[src/rtl/cic_pkg.sv]
package cic_pkg;
  localparam int unsigned CIC_IN_W   = 16;
  localparam int unsigned CIC_ORDER  = 5;
  localparam int unsigned CIC_RATE   = 6;
  localparam int unsigned CIC_NUM_CH = 3;

  // bits needed to hold rate**order
  function automatic int unsigned cic_log2_pow(input int unsigned rate, input int unsigned order);
    longint unsigned p;
    int unsigned     b;
    p = 1;
    for (int unsigned i = 0; i < order; i++) p = p * rate;
    b = 0;
    while ((longint'(1) << b) < p) b++;
    return b;
  endfunction
endpackage

[src/rtl/cic_comb_tdm.sv]
module cic_comb_tdm #(
  parameter int unsigned NUM_CH = 3,
  parameter int unsigned CH_W   = 2,
  parameter int unsigned ORDER  = 5,
  parameter int unsigned IN_W   = 16,
  parameter int unsigned ACC_W  = 29
) (
  input  logic             clk_i,
  input  logic             rst_ni,
  input  logic             clr_i,
  input  logic             in_vld_i,
  input  logic [CH_W-1:0]  in_ch_i,
  input  logic [IN_W-1:0]  in_dat_i,
  output logic             comb_vld_o,
  output logic [CH_W-1:0]  comb_ch_o,
  output logic [ACC_W-1:0] comb_dat_o
);
  localparam logic [CH_W:0] CH_LIM = (CH_W+1)'(NUM_CH);

  logic             ch_ok, take;
  logic [CH_W-1:0]  sel_ch;
  logic [ACC_W-1:0] dly_q [NUM_CH][ORDER];
  logic [ACC_W-1:0] stg   [ORDER+1];

  assign ch_ok  = ({1'b0, in_ch_i} < CH_LIM);
  assign take   = in_vld_i & ch_ok;
  assign sel_ch = ch_ok ? in_ch_i : '0;

  always_comb begin
    stg[0] = {{(ACC_W-IN_W){in_dat_i[IN_W-1]}}, in_dat_i};
    for (int k = 0; k < int'(ORDER); k++) stg[k+1] = stg[k] - dly_q[sel_ch][k];
  end

  // per-channel delay words, one per stage input
  always_ff @(posedge clk_i or negedge rst_ni) begin
    if (!rst_ni) begin
      for (int c = 0; c < int'(NUM_CH); c++)
        for (int k = 0; k < int'(ORDER); k++) dly_q[c][k] <= '0;
    end else if (clr_i) begin
      for (int c = 0; c < int'(NUM_CH); c++)
        for (int k = 0; k < int'(ORDER); k++) dly_q[c][k] <= '0;
    end else if (take) begin
      for (int k = 0; k < int'(ORDER); k++) dly_q[sel_ch][k] <= stg[k];
    end
  end

  always_ff @(posedge clk_i or negedge rst_ni) begin
    if (!rst_ni) begin
      comb_vld_o <= 1'b0;
      comb_ch_o  <= '0;
      comb_dat_o <= '0;
    end else if (clr_i) begin
      comb_vld_o <= 1'b0;
      comb_ch_o  <= '0;
      comb_dat_o <= '0;
    end else begin
      comb_vld_o <= take;
      if (take) begin
        comb_ch_o  <= sel_ch;
        comb_dat_o <= stg[ORDER];
      end
    end
  end

  AST_BAD_CH_DROPPED: assert property (@(posedge clk_i) disable iff (!rst_ni)
    (in_vld_i && !ch_ok) |=> !comb_vld_o);

  AST_COMB_CLEARED: assert property (@(posedge clk_i) disable iff (!rst_ni)
    clr_i |=> !comb_vld_o);

  AST_COMB_ISSUES: assert property (@(posedge clk_i) disable iff (!rst_ni)
    (in_vld_i && ch_ok && !clr_i) |=> (comb_vld_o && comb_ch_o == $past(in_ch_i)));
endmodule

[src/rtl/cic_integ_chain.sv]
module cic_integ_chain #(
  parameter int unsigned ORDER = 5,
  parameter int unsigned ACC_W = 29
) (
  input  logic             clk_i,
  input  logic             rst_ni,
  input  logic             clr_i,
  input  logic [ACC_W-1:0] imp_i,
  output logic [ACC_W-1:0] acc_o
);
  logic [ACC_W-1:0] acc_q [ORDER];
  logic             idle;

  always_ff @(posedge clk_i or negedge rst_ni) begin
    if (!rst_ni) begin
      for (int k = 0; k < int'(ORDER); k++) acc_q[k] <= '0;
    end else if (clr_i) begin
      for (int k = 0; k < int'(ORDER); k++) acc_q[k] <= '0;
    end else begin
      acc_q[0] <= acc_q[0] + imp_i;
      for (int k = 1; k < int'(ORDER); k++) acc_q[k] <= acc_q[k] + acc_q[k-1];
    end
  end

  assign acc_o = acc_q[ORDER-1];

  always_comb begin
    idle = 1'b1;
    for (int k = 0; k < int'(ORDER); k++) idle = idle & (acc_q[k] == '0);
  end

  AST_INTEG_QUIET: assert property (@(posedge clk_i) disable iff (!rst_ni)
    (idle && imp_i == '0) |=> idle);
endmodule

[src/rtl/cic_out_scale.sv]
module cic_out_scale #(
  parameter int unsigned ACC_W = 29,
  parameter int unsigned OUT_W = 16,
  parameter int unsigned SHIFT = 11
) (
  input  logic             clk_i,
  input  logic             rst_ni,
  input  logic             clr_i,
  input  logic [ACC_W-1:0] acc_i,
  output logic [OUT_W-1:0] dat_o
);
  localparam logic signed [ACC_W:0] RND    = (ACC_W+1)'(1) << (SHIFT-1);
  localparam logic signed [ACC_W:0] SAT_HI = (ACC_W+1)'((64'd1 << (OUT_W-1)) - 64'd1);
  localparam logic signed [ACC_W:0] SAT_LO = ~SAT_HI;

  logic signed [ACC_W:0] sum, shd;
  logic [OUT_W-1:0]      nxt;

  always_comb begin
    sum = $signed({acc_i[ACC_W-1], acc_i}) + RND;
    shd = sum >>> SHIFT;
    if (shd > SAT_HI)      nxt = SAT_HI[OUT_W-1:0];
    else if (shd < SAT_LO) nxt = SAT_LO[OUT_W-1:0];
    else                   nxt = shd[OUT_W-1:0];
  end

  always_ff @(posedge clk_i or negedge rst_ni) begin
    if (!rst_ni)    dat_o <= '0;
    else if (clr_i) dat_o <= '0;
    else            dat_o <= nxt;
  end

  AST_OUT_HOLDS: assert property (@(posedge clk_i) disable iff (!rst_ni)
    (!clr_i && !$past(clr_i) && $stable(acc_i)) |=> $stable(dat_o));
endmodule

[src/rtl/cic_interp_mc.sv]
module cic_interp_mc
  import cic_pkg::*;
#(
  parameter int unsigned NUM_CH = CIC_NUM_CH,
  parameter int unsigned IN_W   = CIC_IN_W,
  parameter int unsigned ORDER  = CIC_ORDER,
  parameter int unsigned RATE   = CIC_RATE,
  parameter int unsigned CH_W   = (NUM_CH > 1) ? $clog2(NUM_CH) : 1
) (
  input  logic                   clk_i,
  input  logic                   rst_ni,
  input  logic                   clr_i,
  input  logic                   in_vld_i,
  input  logic [CH_W-1:0]        in_ch_i,
  input  logic [IN_W-1:0]        in_re_i,
  input  logic [IN_W-1:0]        in_im_i,
  output logic [NUM_CH*IN_W-1:0] out_re_o,
  output logic [NUM_CH*IN_W-1:0] out_im_o
);
  localparam int unsigned ACC_W = IN_W + cic_log2_pow(RATE, ORDER);
  localparam int unsigned SHIFT = cic_log2_pow(RATE, ORDER - 1);

  for (genvar r = 0; r < 2; r++) begin : g_rail
    logic [IN_W-1:0]  dat;
    logic             c_vld;
    logic [CH_W-1:0]  c_ch;
    logic [ACC_W-1:0] c_dat;

    assign dat = (r == 0) ? in_re_i : in_im_i;

    cic_comb_tdm #(
      .NUM_CH(NUM_CH), .CH_W(CH_W), .ORDER(ORDER), .IN_W(IN_W), .ACC_W(ACC_W)
    ) u_comb (
      .clk_i(clk_i), .rst_ni(rst_ni), .clr_i(clr_i),
      .in_vld_i(in_vld_i), .in_ch_i(in_ch_i), .in_dat_i(dat),
      .comb_vld_o(c_vld), .comb_ch_o(c_ch), .comb_dat_o(c_dat)
    );

    for (genvar c = 0; c < NUM_CH; c++) begin : g_ch
      logic [ACC_W-1:0] imp, acc;
      logic [IN_W-1:0]  y;

      // zero-stuffing: impulse only in the clock carrying this channel's comb result
      assign imp = (c_vld && c_ch == CH_W'(c)) ? c_dat : '0;

      cic_integ_chain #(.ORDER(ORDER), .ACC_W(ACC_W)) u_integ (
        .clk_i(clk_i), .rst_ni(rst_ni), .clr_i(clr_i), .imp_i(imp), .acc_o(acc)
      );

      cic_out_scale #(.ACC_W(ACC_W), .OUT_W(IN_W), .SHIFT(SHIFT)) u_scale (
        .clk_i(clk_i), .rst_ni(rst_ni), .clr_i(clr_i), .acc_i(acc), .dat_o(y)
      );

      if (r == 0) begin : g_re
        assign out_re_o[c*IN_W +: IN_W] = y;
      end else begin : g_im
        assign out_im_o[c*IN_W +: IN_W] = y;
      end
    end
  end

  AST_CLEAR_FLUSHES: assert property (@(posedge clk_i) disable iff (!rst_ni)
    $past(clr_i, 2) |-> (out_re_o == '0 && out_im_o == '0));
endmodule

[config.mk]
export PLATFORM = sky130hd
export DESIGN_NAME = cic_interp_mc
export DESIGN_NICKNAME = d
export VERILOG_FILES = /design/src/rtl/cic_pkg.sv /design/src/rtl/cic_comb_tdm.sv /design/src/rtl/cic_integ_chain.sv /design/src/rtl/cic_out_scale.sv /design/src/rtl/cic_interp_mc.sv
export SDC_FILE = /design/constraint.sdc
export NUM_CORES = 2
export LEC_CHECK = 0
export BUFFER_PORTS_ARGS = -buffer_cell sky130_fd_sc_hd__buf_2
export CORE_UTILIZATION = 63
export DETAILED_ROUTE_END_ITERATION = 16
export GPL_ROUTABILITY_DRIVEN = 0
export PLACE_DENSITY = 0.8
export SYNTH_ARGS = -nofsm -noshare
export SYNTH_HDL_FRONTEND = slang
export SYNTH_SLANG_ARGS = --single-unit
[constraint.sdc]
create_clock -name clk_i -period 11.7 [get_ports clk_i]
set_input_delay 1.17 -clock clk_i [delete_from_list [all_inputs] [get_ports clk_i]]
set_output_delay 1.17 -clock clk_i [all_outputs]
set_load 0.02 [all_outputs]
==> results.yml <==
finish:
  nets: 13300
  regArea_mm2: 0.0455
  utilization_pct: 69.3
  drive_gt1_share_pct: 5.35
  nFillCells: 13300
  final_common_cell: "dfrtp_1"
  areaGrowthSynthToFinish_pct: 8.82
  multiInputGateArea_mm2: 0.0676
  final_cell_mix: "dfrtp_1 (1819), nor2_1 (1375), ha_1 (1105), a21oi_1 (986), o21ai_0 (666)"
clocking:
  clock_latency_ns: 0.85
  cts_tree: "yes"
  clockBufferDepth: 3
  numClockSinks: 1819
  cts_hold_buf: 0
  clk_root_buffer_cell: "clkbuf_16"
  htree_levels: 4
  clk_pin_slew_ns: 0.06
  cts_buffers: 198
worst_setup_path:
  worst-path-max-fanout: 23
  path_class: "in2reg"
  cpMostUsedCell: "o21ai_0"
  path_delay_family: "compound AO/OA/AOI/OAI gates"
  slowest_delay_ns: 0.38
  cp_slowest_cell: "ha_1"
  end_kind: "flop"
  start_kind: "primary input"
  reg2regPathDepth: 51
  path_buf_inv: 5
  reg2reg_to: "g_rail[1].u_comb.comb_dat_o[28]"
  required_ns: 12.40
  reg2reg_from: "g_rail[1].u_comb.dly_q[262]"
  reg2reg_slack_ns: 1.36
  cp_data_arrival_time_ns: 11.57
grt:
  antenna_found_initial: 5
  grt_pass1_wl_um: 459000
  grt_pass1_vias: 92200
  grt-ovfl-total: 0
  grt_use_total_pct: 29.3
  grt_max_degree: 198
flow_run:
  drv_cap: 0
yosys:
  synth_xor_area_share_pct: 7.65
  synthArstFlopShare_pct: 100
  synth_area_mm2: 0.116
  synth_top_area_share_pct: 39.3
  synth.distinct_cells: 84
  synth_top_cell_by_area: "dfrtp_1"
  syn_inst: 12100
  synthesis.nets: 13300
  seq_area_frac_synth_pct: 39.3
  synthAdderAreaFrac_pct: 12.7
  synth_warnings: 0
  synth_top_family_by_area: "compound AO/OA/AOI/OAI gates"
  synth_enable_flop_cells: 0
  yosys_most_used_dff: "dfrtp_1"
  synth-simple-area-share_pct: 13.4
  yosys-top-cells-area: "dfrtp_1 (39%), ha_1 (12%), a22o_1 (4.9%)"
  synth_compound_area_share_pct: 22.1
  ys_ff_latch: 1819
  muxShareOfSynthArea_pct: 2.36
  syn_area_per_cell_um2: 9.54
die:
  dieArea_mm2: 0.185
  die_w_um: 431
  num_io_pins: 134
  die_h_um: 431
  start_util_pct: 63.7
  core_area_mm2: 0.182
  placement_rows: 156
route:
  dr.max_layer_used: "met4"
  route.detailed.drc: 0
  via_per_inst: 6.27
  ant_nets: 0
  wl_met1_um: 124000
  wl_met3_um: 14700
  drtIter0Drc: 7304
  drt_first_pass_iters: 5
  routedWlPerCell_um: 18.6
  wirelength_um: 275000
  num_vias: 92400
  wl_met2_um: 131000
timing:
  fin_ws_ns: 0.828
  hold_viol: 0
  setup_violations: 0
  fmax_mhz: 92.0
  slew_violations: 0
  tightestPinTransition_ns: 1.23
  period_minus_slack_ns: 10.87
  hold_slack_ns: 0.357
  finalSetupTns_ns: 0
  max-slew-margin-rel_pct: 16.9
  fin_worst_skew_ns: 0.0427
  fin_crit_sh_pct: 92.9
pwr:
  powerDensity_mw_per_mm2: 225
  irDropWorstVdd_mv: 0.328
  p_leak_nw: 64.7
  finalPower_mw: 28.3
place:
  numPortBuffers: 133
  hpwlAfterDp_um: 187000
  post-place-ws_ns: -0.287
min_path:
  hold_path_class: "in2async"
outcome:
  status: "finished clean"
[stage by stage]
step | cell area [um2] | instances
final | 126000 | 14700
after global routing | 126000 | 14700
after CTS | 126000 | 14700
after detailed placement | 119000 | 14400
after global placement | 119000 | 14400
after floorplan | 116000 | 12100
[report_power, final]
group          switching (mW)  internal (mW)  total [mW]
Combinational            8.52           5.69        14.2
Clock                    2.68           4.01        6.69
Sequential              0.493           6.92        7.42
[synthesized netlist by cell type, drive strengths merged (34+ instances only)]
cell type	instances
a211oi	83
a21o	645
a21oi	992
a22o	652
a31oi	101
and2	232
and3	120
buf	57
clkbuf	379
dfrtp	1819
fa	40
ha	1107
inv	313
mux2i	272
nand2	629
nand2b	131
nand3	190
nand4	75
nor2	1377
nor2b	221
nor3	145
o211ai	34
o21a	121
o21ai	671
o21bai	181
o31ai	57
or2	36
or3	53
xnor2	616
xor2	389
[worst register-to-register path: cells and delay by family, from the launching register on]
kind	cells	cell delay, ns
AO/OA/AOI/OAI	26	5.43
XOR/XNOR	6	1.16
adder cells (fa/ha/maj)	5	1.73
buffers and inverters	3	0.25
flip-flops	1	0.38
multiplexers	1	0.13
AND/OR/NAND/NOR	10	1.17
[kinds of logic (layout without fill, tap and decap cells)]
group / after synthesis / count (layout)
multiplexers: 273 / 273
AND/OR/NAND/NOR: 3325 / 3325
XOR/XNOR: 1007 / 1007
flip-flops: 1819 / 1819
AO/OA/AOI/OAI: 3816 / 3816
other: 0 / 2
buffers and inverters: 749 / 899
adder cells (fa/ha/maj): 1151 / 1151
[layout make-up]
cell class | count | area share (%)
clock inverters | 93 | 1.02
diodes | 2 | 0.00397
well taps | 2449 | 2.43
repair buffers | 223 | 1.27
flip-flops and latches | 1819 | 36.1
inverters | 313 | 0.935
clock buffers | 270 | 4.55
multi-input cells | 9572 | 53.7
[per-layer routing]
metal,global-route usage [%],vias up
li1,-,43900
met1,40.3,45500
met5,0,-
met4,7.74,0
met3,3.89,461
met2,48.7,2493
[how the worst max path moves through the flow]
stage | startpoint | end | slack, ns | cells after the start
3_5_place_dp | in_ch_i[0] | g_rail[0].u_comb.comb_dat_o[27] | -0.29 | 51
5_1_grt | in_ch_i[0] | g_rail[0].u_comb.comb_dat_o[27] | -0.01 | 51
3_3_place_gp | in_ch_i[1] | g_rail[1].u_comb.comb_dat_o[28] | 0.20 | 54
6_report | in_ch_i[1] | g_rail[0].u_comb.comb_dat_o[27] | 0.83 | 50
2_1_floorplan | in_ch_i[1] | g_rail[1].u_comb.comb_dat_o[28] | 0.31 | 56
4_1_cts | in_ch_i[0] | g_rail[0].u_comb.comb_dat_o[27] | 0.57 | 51
[flip-flops by register name (all words and copies together) (netlist names)]
register / flops
g_rail.g_ch.u_scale.dat_o: 96
g_rail.u_comb.comb_ch_o: 2
g_rail.u_comb.dly_q: 792
g_rail.u_comb.comb_vld_o: 1
g_rail.g_ch.u_integ.acc_q: 696
g_rail.g_ch.u_integ.acc_o: 174
g_rail.u_comb.comb_dat_o: 58
[repair_timing]
action / 4_1_cts / 5_1_grt
setup buffers: 0 / 2
setup endpoints to repair: 0 / 6
gates resized for setup: 0 / 11
Power figures use the tool's default switching activity.
